$ cat src/rtl/dbuf_pkg.sv
package dbuf_pkg;

  typedef enum logic [2:0] {
    SEL_BASE0 = 3'd0,
    SEL_BASE1 = 3'd1,
    SEL_COUNT = 3'd2,
    SEL_CTRL  = 3'd3,
    SEL_CLEAR = 3'd4
  } regSel_t;

  // strobes from control to datapath
  typedef struct packed {
    logic start;  // channel just enabled
    logic beat;   // one item accepted this cycle
    logic wrap;   // this beat empties the counter
  } dpStrobe_t;

  localparam int CTRL_EN_BIT   = 0;
  localparam int CLR_DONE_BIT  = 0;
  localparam int CLR_OVRN_BIT  = 1;

endpackage

$ cat src/rtl/dbuf_ctrl.sv
module dbuf_ctrl
  import dbuf_pkg::*;
#(
  parameter int CNT_W = 16
) (
  input  logic             clk,
  input  logic             rstN,
  input  logic             regWrEn,
  input  logic [2:0]       regSel,
  input  logic [CNT_W-1:0] regWrData,
  input  logic             perReq,
  output dpStrobe_t        strb,
  output logic             perAck,
  output logic             tcPulse,
  output logic             doneFlag,
  output logic             overrunFlag,
  output logic             chanEnabled
);

  logic [CNT_W-1:0] countReg;
  logic [CNT_W-1:0] remain;
  logic             ctrlWr;
  logic             clrWr;
  logic             cfgWr;

  always_comb begin
    ctrlWr     = regWrEn && (regSel == SEL_CTRL);
    clrWr      = regWrEn && (regSel == SEL_CLEAR);
    cfgWr      = regWrEn && (regSel == SEL_COUNT) && !chanEnabled;
    strb.start = ctrlWr && regWrData[CTRL_EN_BIT] && !chanEnabled;
    strb.beat  = chanEnabled && perReq && !perAck && (remain != '0);
    strb.wrap  = strb.beat && (remain == CNT_W'(1));
  end

  always_ff @(posedge clk) begin
    if (!rstN) begin
      chanEnabled <= 1'b0;
      countReg    <= '0;
      remain      <= '0;
      perAck      <= 1'b0;
      tcPulse     <= 1'b0;
      doneFlag    <= 1'b0;
      overrunFlag <= 1'b0;
    end else begin
      if (ctrlWr) chanEnabled <= regWrData[CTRL_EN_BIT];
      if (cfgWr) countReg <= regWrData;

      if (strb.start || strb.wrap) remain <= countReg;
      else if (strb.beat)          remain <= remain - CNT_W'(1);

      perAck  <= strb.beat;
      tcPulse <= strb.wrap;

      if (strb.wrap)                            doneFlag <= 1'b1;
      else if (clrWr && regWrData[CLR_DONE_BIT]) doneFlag <= 1'b0;

      if (strb.wrap && doneFlag)                overrunFlag <= 1'b1;
      else if (clrWr && regWrData[CLR_OVRN_BIT]) overrunFlag <= 1'b0;
    end
  end

endmodule

$ cat src/rtl/dbuf_datapath.sv
module dbuf_datapath
  import dbuf_pkg::*;
#(
  parameter int ADDR_W     = 32,
  parameter int DATA_W     = 32,
  parameter int ITEM_BYTES = 4
) (
  input  logic              clk,
  input  logic              rstN,
  input  logic              regWrEn,
  input  logic [2:0]        regSel,
  input  logic [ADDR_W-1:0] regWrData,
  input  logic              chanEnabled,
  input  dpStrobe_t         strb,
  input  logic [DATA_W-1:0] perData,
  output logic              memWrEn,
  output logic [ADDR_W-1:0] memAddr,
  output logic [DATA_W-1:0] memWrData,
  output logic              activeBuf
);

  localparam int NUM_BUF = 2;
  localparam logic [ADDR_W-1:0] STEP = ADDR_W'(ITEM_BYTES);

  logic [ADDR_W-1:0] baseReg [NUM_BUF];
  logic [ADDR_W-1:0] offset;
  logic [ADDR_W-1:0] curAddr;

  for (genvar b = 0; b < NUM_BUF; b++) begin : g_base
    always_ff @(posedge clk) begin
      if (!rstN) baseReg[b] <= '0;
      else if (regWrEn && !chanEnabled && (regSel == 3'(b))) baseReg[b] <= regWrData;
    end
  end

  assign curAddr = baseReg[activeBuf] + offset;

  always_ff @(posedge clk) begin
    if (!rstN) begin
      memWrEn   <= 1'b0;
      memAddr   <= '0;
      memWrData <= '0;
      activeBuf <= 1'b0;
      offset    <= '0;
    end else begin
      memWrEn <= strb.beat;
      if (strb.beat) begin
        memAddr   <= curAddr;
        memWrData <= perData;
      end
      if (strb.start)     activeBuf <= 1'b0;
      else if (strb.wrap) activeBuf <= ~activeBuf;
      if (strb.start || strb.wrap) offset <= '0;
      else if (strb.beat)          offset <= offset + STEP;
    end
  end

endmodule

$ cat src/rtl/dbuf_dma_chan.sv
module dbuf_dma_chan
  import dbuf_pkg::*;
#(
  parameter int ADDR_W     = 32,
  parameter int DATA_W     = 32,
  parameter int CNT_W      = 16,
  parameter int ITEM_BYTES = 4
) (
  input  logic              clk,
  input  logic              rstN,
  input  logic              regWrEn,
  input  logic [2:0]        regSel,
  input  logic [ADDR_W-1:0] regWrData,
  input  logic              perReq,
  input  logic [DATA_W-1:0] perData,
  output logic              perAck,
  output logic              memWrEn,
  output logic [ADDR_W-1:0] memAddr,
  output logic [DATA_W-1:0] memWrData,
  output logic              tcPulse,
  output logic              doneFlag,
  output logic              overrunFlag,
  output logic              activeBuf,
  output logic              chanEnabled
);

  dpStrobe_t strb;

  dbuf_ctrl #(.CNT_W(CNT_W)) u_ctrl (
    .clk         (clk),
    .rstN        (rstN),
    .regWrEn     (regWrEn),
    .regSel      (regSel),
    .regWrData   (regWrData[CNT_W-1:0]),
    .perReq      (perReq),
    .strb        (strb),
    .perAck      (perAck),
    .tcPulse     (tcPulse),
    .doneFlag    (doneFlag),
    .overrunFlag (overrunFlag),
    .chanEnabled (chanEnabled)
  );

  dbuf_datapath #(
    .ADDR_W     (ADDR_W),
    .DATA_W     (DATA_W),
    .ITEM_BYTES (ITEM_BYTES)
  ) u_dp (
    .clk         (clk),
    .rstN        (rstN),
    .regWrEn     (regWrEn),
    .regSel      (regSel),
    .regWrData   (regWrData),
    .chanEnabled (chanEnabled),
    .strb        (strb),
    .perData     (perData),
    .memWrEn     (memWrEn),
    .memAddr     (memAddr),
    .memWrData   (memWrData),
    .activeBuf   (activeBuf)
  );

endmodule

$ cat config.mk
export PLATFORM = sky130hd
export DESIGN_NAME = dbuf_dma_chan
export DESIGN_NICKNAME = d
export VERILOG_FILES = /design/src/rtl/dbuf_pkg.sv /design/src/rtl/dbuf_ctrl.sv /design/src/rtl/dbuf_datapath.sv /design/src/rtl/dbuf_dma_chan.sv
export SDC_FILE = /design/constraint.sdc
export NUM_CORES = 1
export LEC_CHECK = 0
export BUFFER_PORTS_ARGS = -buffer_cell sky130_fd_sc_hd__buf_2
export CORE_MARGIN = 4
export CORE_UTILIZATION = 52
export DETAILED_ROUTE_END_ITERATION = 7
export PLACE_DENSITY = 0.76
export SYNTH_ARGS = -nofsm -noshare
export SYNTH_HDL_FRONTEND = slang
export SYNTH_HIERARCHICAL = 1
export SYNTH_SLANG_ARGS = --single-unit
export TNS_END_PERCENT = 5
$ cat constraint.sdc
create_clock -name clk -period 3.6 [get_ports clk]
set_input_delay 0.54 -clock clk [delete_from_list [all_inputs] [get_ports clk]]
set_output_delay 0.54 -clock clk [all_outputs]
set_load 0.1 [all_outputs]
==> reports/results.tsv, run 1 <==
metric	value	unit
synth_top_area_share	27.2	%
power	4.64	mW
holdBufCountCts	0	
first_pass_iters	5	
synth-main-ff-cell	dfxtp_1	
ys_ff_latch	198	
final_common_cell	buf_2	
cts.sink_count	198	
relSlewSlack	46.5	%
cts_tree	built	
rows	50	
die_h	146	um
htree_levels	4	
ant_nets	0	
grt_usage	22.8	%
yosys.area_share.simple	19.7	%
syn_nets	1106	
drive_above_1_share	21.4	%
initial_core_util	52.7	%
hold_viol	0	
p_leak	4.80	nW
drv_cap	0	
syn-cell-area	0.00986	mm2
cts_inserted_buffers	17	
vias	8018	
maxSlewViolCount	0	
hpwl	17500	um
cts-root-buf	clkbuf_16	
worstPathMaxFanout	20	
ys_types	76	
dieArea	0.0212	mm2
instances_no_fill	1380	
min_period_over_period	89.4	%
syn_avg_cell_area	9.85	um2
postLayoutCoreUtil	61.1	%
drt-total-wl	24400	um
nets	1238	
synth_top_family_by_area	simple AND/OR/NAND/NOR gates	
rsz0062_at_grt	no	
setup_viol	0	
path_class	flip-flop to flip-flop	
clock.fmax	0.311	GHz
clk_pin_slew	0.08	ns
area_growth	16.0	%
finClkSkew	0.0134	ns
crit_path_start_kind	flip-flop	
status	complete, no violations	
fill_cells	1571	
grt-ovfl-total	0	
syn_inst	1001	
synth_compound_area_share	12.1	%
tightestPinTransition	0.802	ns
grt_pass1_wl	39600	um
arrival	3.53	ns
n_antenna_cell	0	
drc_errors	0	
antenna_found_initial	0	
drt-vias-per-instance	5.81	
synthAdderAreaFrac	4.39	%
layout.cells.most_common_list	141 x buf_2, 134 x dfxtp_1, 125 x nor2_1	
place_inst	1348	
synth_xor_area_share	3.64	%
numPortBuffers	141	
boundaryPins	142	
cts_resized	0	
synth_seq_area_share	46.7	%
ir_worst_vdd	0.299	mV
yosysWarnings	6	
layout_min_cycle_time	3.22	ns
wl_per_cell	17.7	um
core	0.0187	mm2
power.density	406	mW/mm2
endpoint_kind	flip-flop	
cts_setup_buffers	0	
routabilityCongestion	0.913	
clock_path_buffers	2	
synth_area_leaders	dfxtp_1 27%, edfxtp_1 19%, mux2i_1 7.2%	
tns	0	ns
synth_area_leader_cell	dfxtp_1	
synthMuxAreaShare	10.4	%
grt_max_degree	49	
clock_latency	0.44	ns
hp-class	primary input to flip-flop	
drtIter0Drc	577	
synth_edf_count	64	
grt_pass1_vias	7662	
fp.dieW	146	um
worstPathRequired	3.91	ns
async_flop_share	0	%
## path summary, 6_finish.rpt
check	startpoint	cells past startpoint	slack, ns	endpoint
worst min-delay path	perData[3]	3	0.33	u_dp/memWrData[3]$_SDFFE_PN0P_
worst max register to register	flip-flop	10	0.38	u_dp/memAddr[27]$_SDFFE_PN0P_
worst min register to register	u_dp/memAddr[12]$_SDFFE_PN0P_	2	0.48	u_dp/memAddr[12]$_SDFFE_PN0P_
worst max-delay path	flip-flop	10	0.38	u_dp/memAddr[27]$_SDFFE_PN0P_
## where the power goes
part	switching, mW	internal, mW
combinational	0.216	0.125
clock	0.972	0.949
sequential	0.0253	2.35
total	1.21	3.43
## synthesized netlist by cell type, types with 11 or more instances
master,instances
and3_1,11
inv_1,22
a211oi_1,12
a21oi_1,40
nand2_1,69
nor2_1,125
edfxtp_1,64
ha_1,33
dfxtp_1,134
nand4_1,12
mux2i_1,71
and2_1,71
clkbuf_1,31
xor2_1,27
o22ai_1,14
a21o_1,11
mux2_2,28
xnor2_1,14
nand3_1,27
nor3_1,17
o21ai_0,30
## sequential cells by signal, indices dropped and copies added (netlist names), 16 cells and up, named ones only
signal,count
u_dp/memWrData,32
u_ctrl/countReg,16
u_dp/memAddr,32
u_dp/baseReg,64
u_ctrl/remain,16
u_dp/offset,30
## cell type report
class | instances | area, um2 | share of cell area, %
clock buffers | 17 | 425 | 3.72
clock inverters | 15 | 176 | 1.54
inverters | 23 | 87.6 | 0.766
multi-input cells | 731 | 4970 | 43.5
flip-flops and latches | 198 | 4600 | 40.3
well taps | 234 | 293 | 2.56
repair buffers | 162 | 876 | 7.66
## routing by layer
metal  wire length (um)  track usage [%]
met5                  0                0
met4                616             7.22
met3               1550             4.61
met2              11900             38.5
met1              10300             29.5
## metrics by stage
stage               hold WS, ns  setup WS [ns]  area (um2)
detailed placement        0.465          0.500       10800
CTS                       0.318          0.468       11400
floorplan                 0.442          0.308        9860
global route              0.317          0.213       11400
finish                    0.330          0.383       11400
global placement          0.454          0.571       10800
## critical path: stages, from the launching register on
cell and delay, ns:
dfxtp_1 0.51, buf_12 0.22, mux2_2 0.35, ha_1 0.39, nand4_1 0.18, nor3_1 0.25, a32o_1 0.23, o21ai_0 0.19
o21ai_0 0.43, o311a_1 0.25, o22ai_1 0.08
## cells by family (layout without fill, tap and decap cells)
| kind of cell | count (synthesis) | count (layout) |
|---|---|---|
| simple gates | 385 | 385 |
| flops | 198 | 198 |
| compound gates | 172 | 172 |
| mux | 99 | 99 |
| buf+inv | 72 | 217 |
| xor+xnor | 41 | 41 |
| fa+ha+maj | 34 | 34 |
(Power assumes the default switching activity.)
==> inputs of run 2 (changes only) <==
- RECOVER_POWER: not set -> 25
==> reports/results.tsv, run 2 (synthesized netlist as in run 1, its figures left out) <==
metric	value	unit
hold_start	perData[19]	
worstPathRequired	3.91	ns
clk_pin_slew	0.08	ns
largest-register	u_dp/baseReg	
cts_setup_buffers	0	
hpwl	17500	um
grt-ovfl-total	0	
cts.sink_count	198	
p_sw	1.22	mW
tightestPinTransition	1.27	ns
grt_pass1_wl	39600	um
endpoint_kind	flip-flop	
routabilityCongestion	0.913	
fp.dieW	146	um
layout_min_cycle_time	3.22	ns
final_common_cell	dfxtp_1	
hold_viol	0	
die_h	146	um
hold-path-cell-count	3	
drv_cap	0	
drt-vias-per-instance	5.82	
grt_max_degree	49	
layout.cells.most_common_list	134 x dfxtp_1, 125 x nor2_1, 75 x buf_2	
area_growth	15.1	%
reg2regPathDepth	10	
p_seq_share	51.2	%
drtIter0Drc	640	
first_pass_iters	5	
p_leak	4.50	nW
core	0.0187	mm2
hp-class	primary input to flip-flop	
ir_worst_vdd	0.301	mV
path_class	flip-flop to flip-flop	
combPwrFrac	7.3	%
rsz0062_at_grt	no	
postLayoutCoreUtil	60.7	%
power.density	409	mW/mm2
n_antenna_cell	0	
postLayoutSetupSlackWorst	0.380	ns
power.internal	3.42	mW
ant_nets	0	
r2r_slack	0.38	ns
dieArea	0.0212	mm2
power	4.64	mW
grt_pass1_vias	7662	
pwr-share-clk	41.4	%
drive_above_1_share	15.5	%
wl_per_cell	17.7	um
hold_end	u_dp/memWrData[19]$_SDFFE_PN0P_	
cts_inserted_buffers	17	
drc_errors	0	
antenna_found_initial	0	
rows	50	
arrival	3.53	ns
cts_resized	0	
clock_latency	0.44	ns
clock.fmax	0.311	GHz
drt-total-wl	24400	um
setup_viol	0	
htree_levels	4	
instances_no_fill	1380	
relSlewSlack	15.3	%
fill_cells	1607	
grt_usage	22.8	%
p_sw_share	26.2	%
crit_path_start_kind	flip-flop	
reg.largest.list	u_dp/baseReg: 64 flops, u_dp/memAddr: 32 flops, u_dp/memWrData: 32 flops	
r2r_end	u_dp/memAddr[27]$_SDFFE_PN0P_	
cts_tree	built	
boundaryPins	142	
vias	8033	
maxSlewViolCount	0	
status	complete, no violations	
cts-root-buf	clkbuf_16	
place_inst	1348	
holdBufCountCts	0	
worstPathMaxFanout	20	
tns	0	ns
finClkSkew	0.0125	ns
initial_core_util	52.7	%
min_period_over_period	89.4	%
place_ws	0.500	ns
nets	1238	
largest_reg_flops	64	
clock_path_buffers	2	
numPortBuffers	141	
## run 2: per-stage QoR
stage | hold slack, ns | instance area (um2)
after detailed placement | 0.465 | 10800
final | 0.330 | 11300
after CTS | 0.318 | 11400
after floorplan | 0.442 | 9860
after global placement | 0.454 | 10800
after global routing | 0.317 | 11300
## run 2: routing by layer
layer | share of wire [%] | vias to the layer above | track usage [%]
li1 | - | 3879 | -
met5 | 0 | - | 0
met4 | 2.3 | 0 | 7.22
met2 | 49 | 282 | 38.5
met1 | 43 | 3829 | 29.5
met3 | 6.2 | 43 | 4.61
## run 2: cell type report
cell class	count	area [um2]	share of cell area (%)
clock buffer	17	425	3.75
clock inverter	15	176	1.55
inverter	23	87.6	0.772
multi-input combinational	731	4970	43.8
sequential	198	4600	40.6
tap	234	293	2.58
timing repair buffer	162	790	6.96
## run 2: power groups by stage
stage	clock network, mW	logic [mW]	registers (mW)
after floorplan	0	0.198	2.45
after global placement	0	0.331	2.43
after detailed placement	0	0.339	2.43
after CTS	1.95	0.341	2.38
after global routing	2.04	0.372	2.38
final	1.92	0.341	2.38
## run 2: critical path: stages, from the launching register on
cell	delay [ns]
dfxtp_1	0.51
buf_12	0.22
mux2_2	0.35
ha_1	0.39
nand4_1	0.19
nor3_1	0.25
a32o_1	0.23
o21ai_0	0.19
o21ai_0	0.43
o311a_1	0.25
o22ai_1	0.08
## run 2: worst max path at each step
stage / to / slack, ns / start
floorplan: u_dp/memAddr[16]$_SDFFE_PN0P_ / 0.31 / flip-flop
global placement: u_dp/memAddr[16]$_SDFFE_PN0P_ / 0.57 / flip-flop
detailed placement: u_dp/memAddr[16]$_SDFFE_PN0P_ / 0.50 / flip-flop
CTS: u_dp/memAddr[27]$_SDFFE_PN0P_ / 0.47 / flip-flop
global route: u_dp/memAddr[27]$_SDFFE_PN0P_ / 0.21 / flip-flop
finish: u_dp/memAddr[27]$_SDFFE_PN0P_ / 0.38 / flip-flop
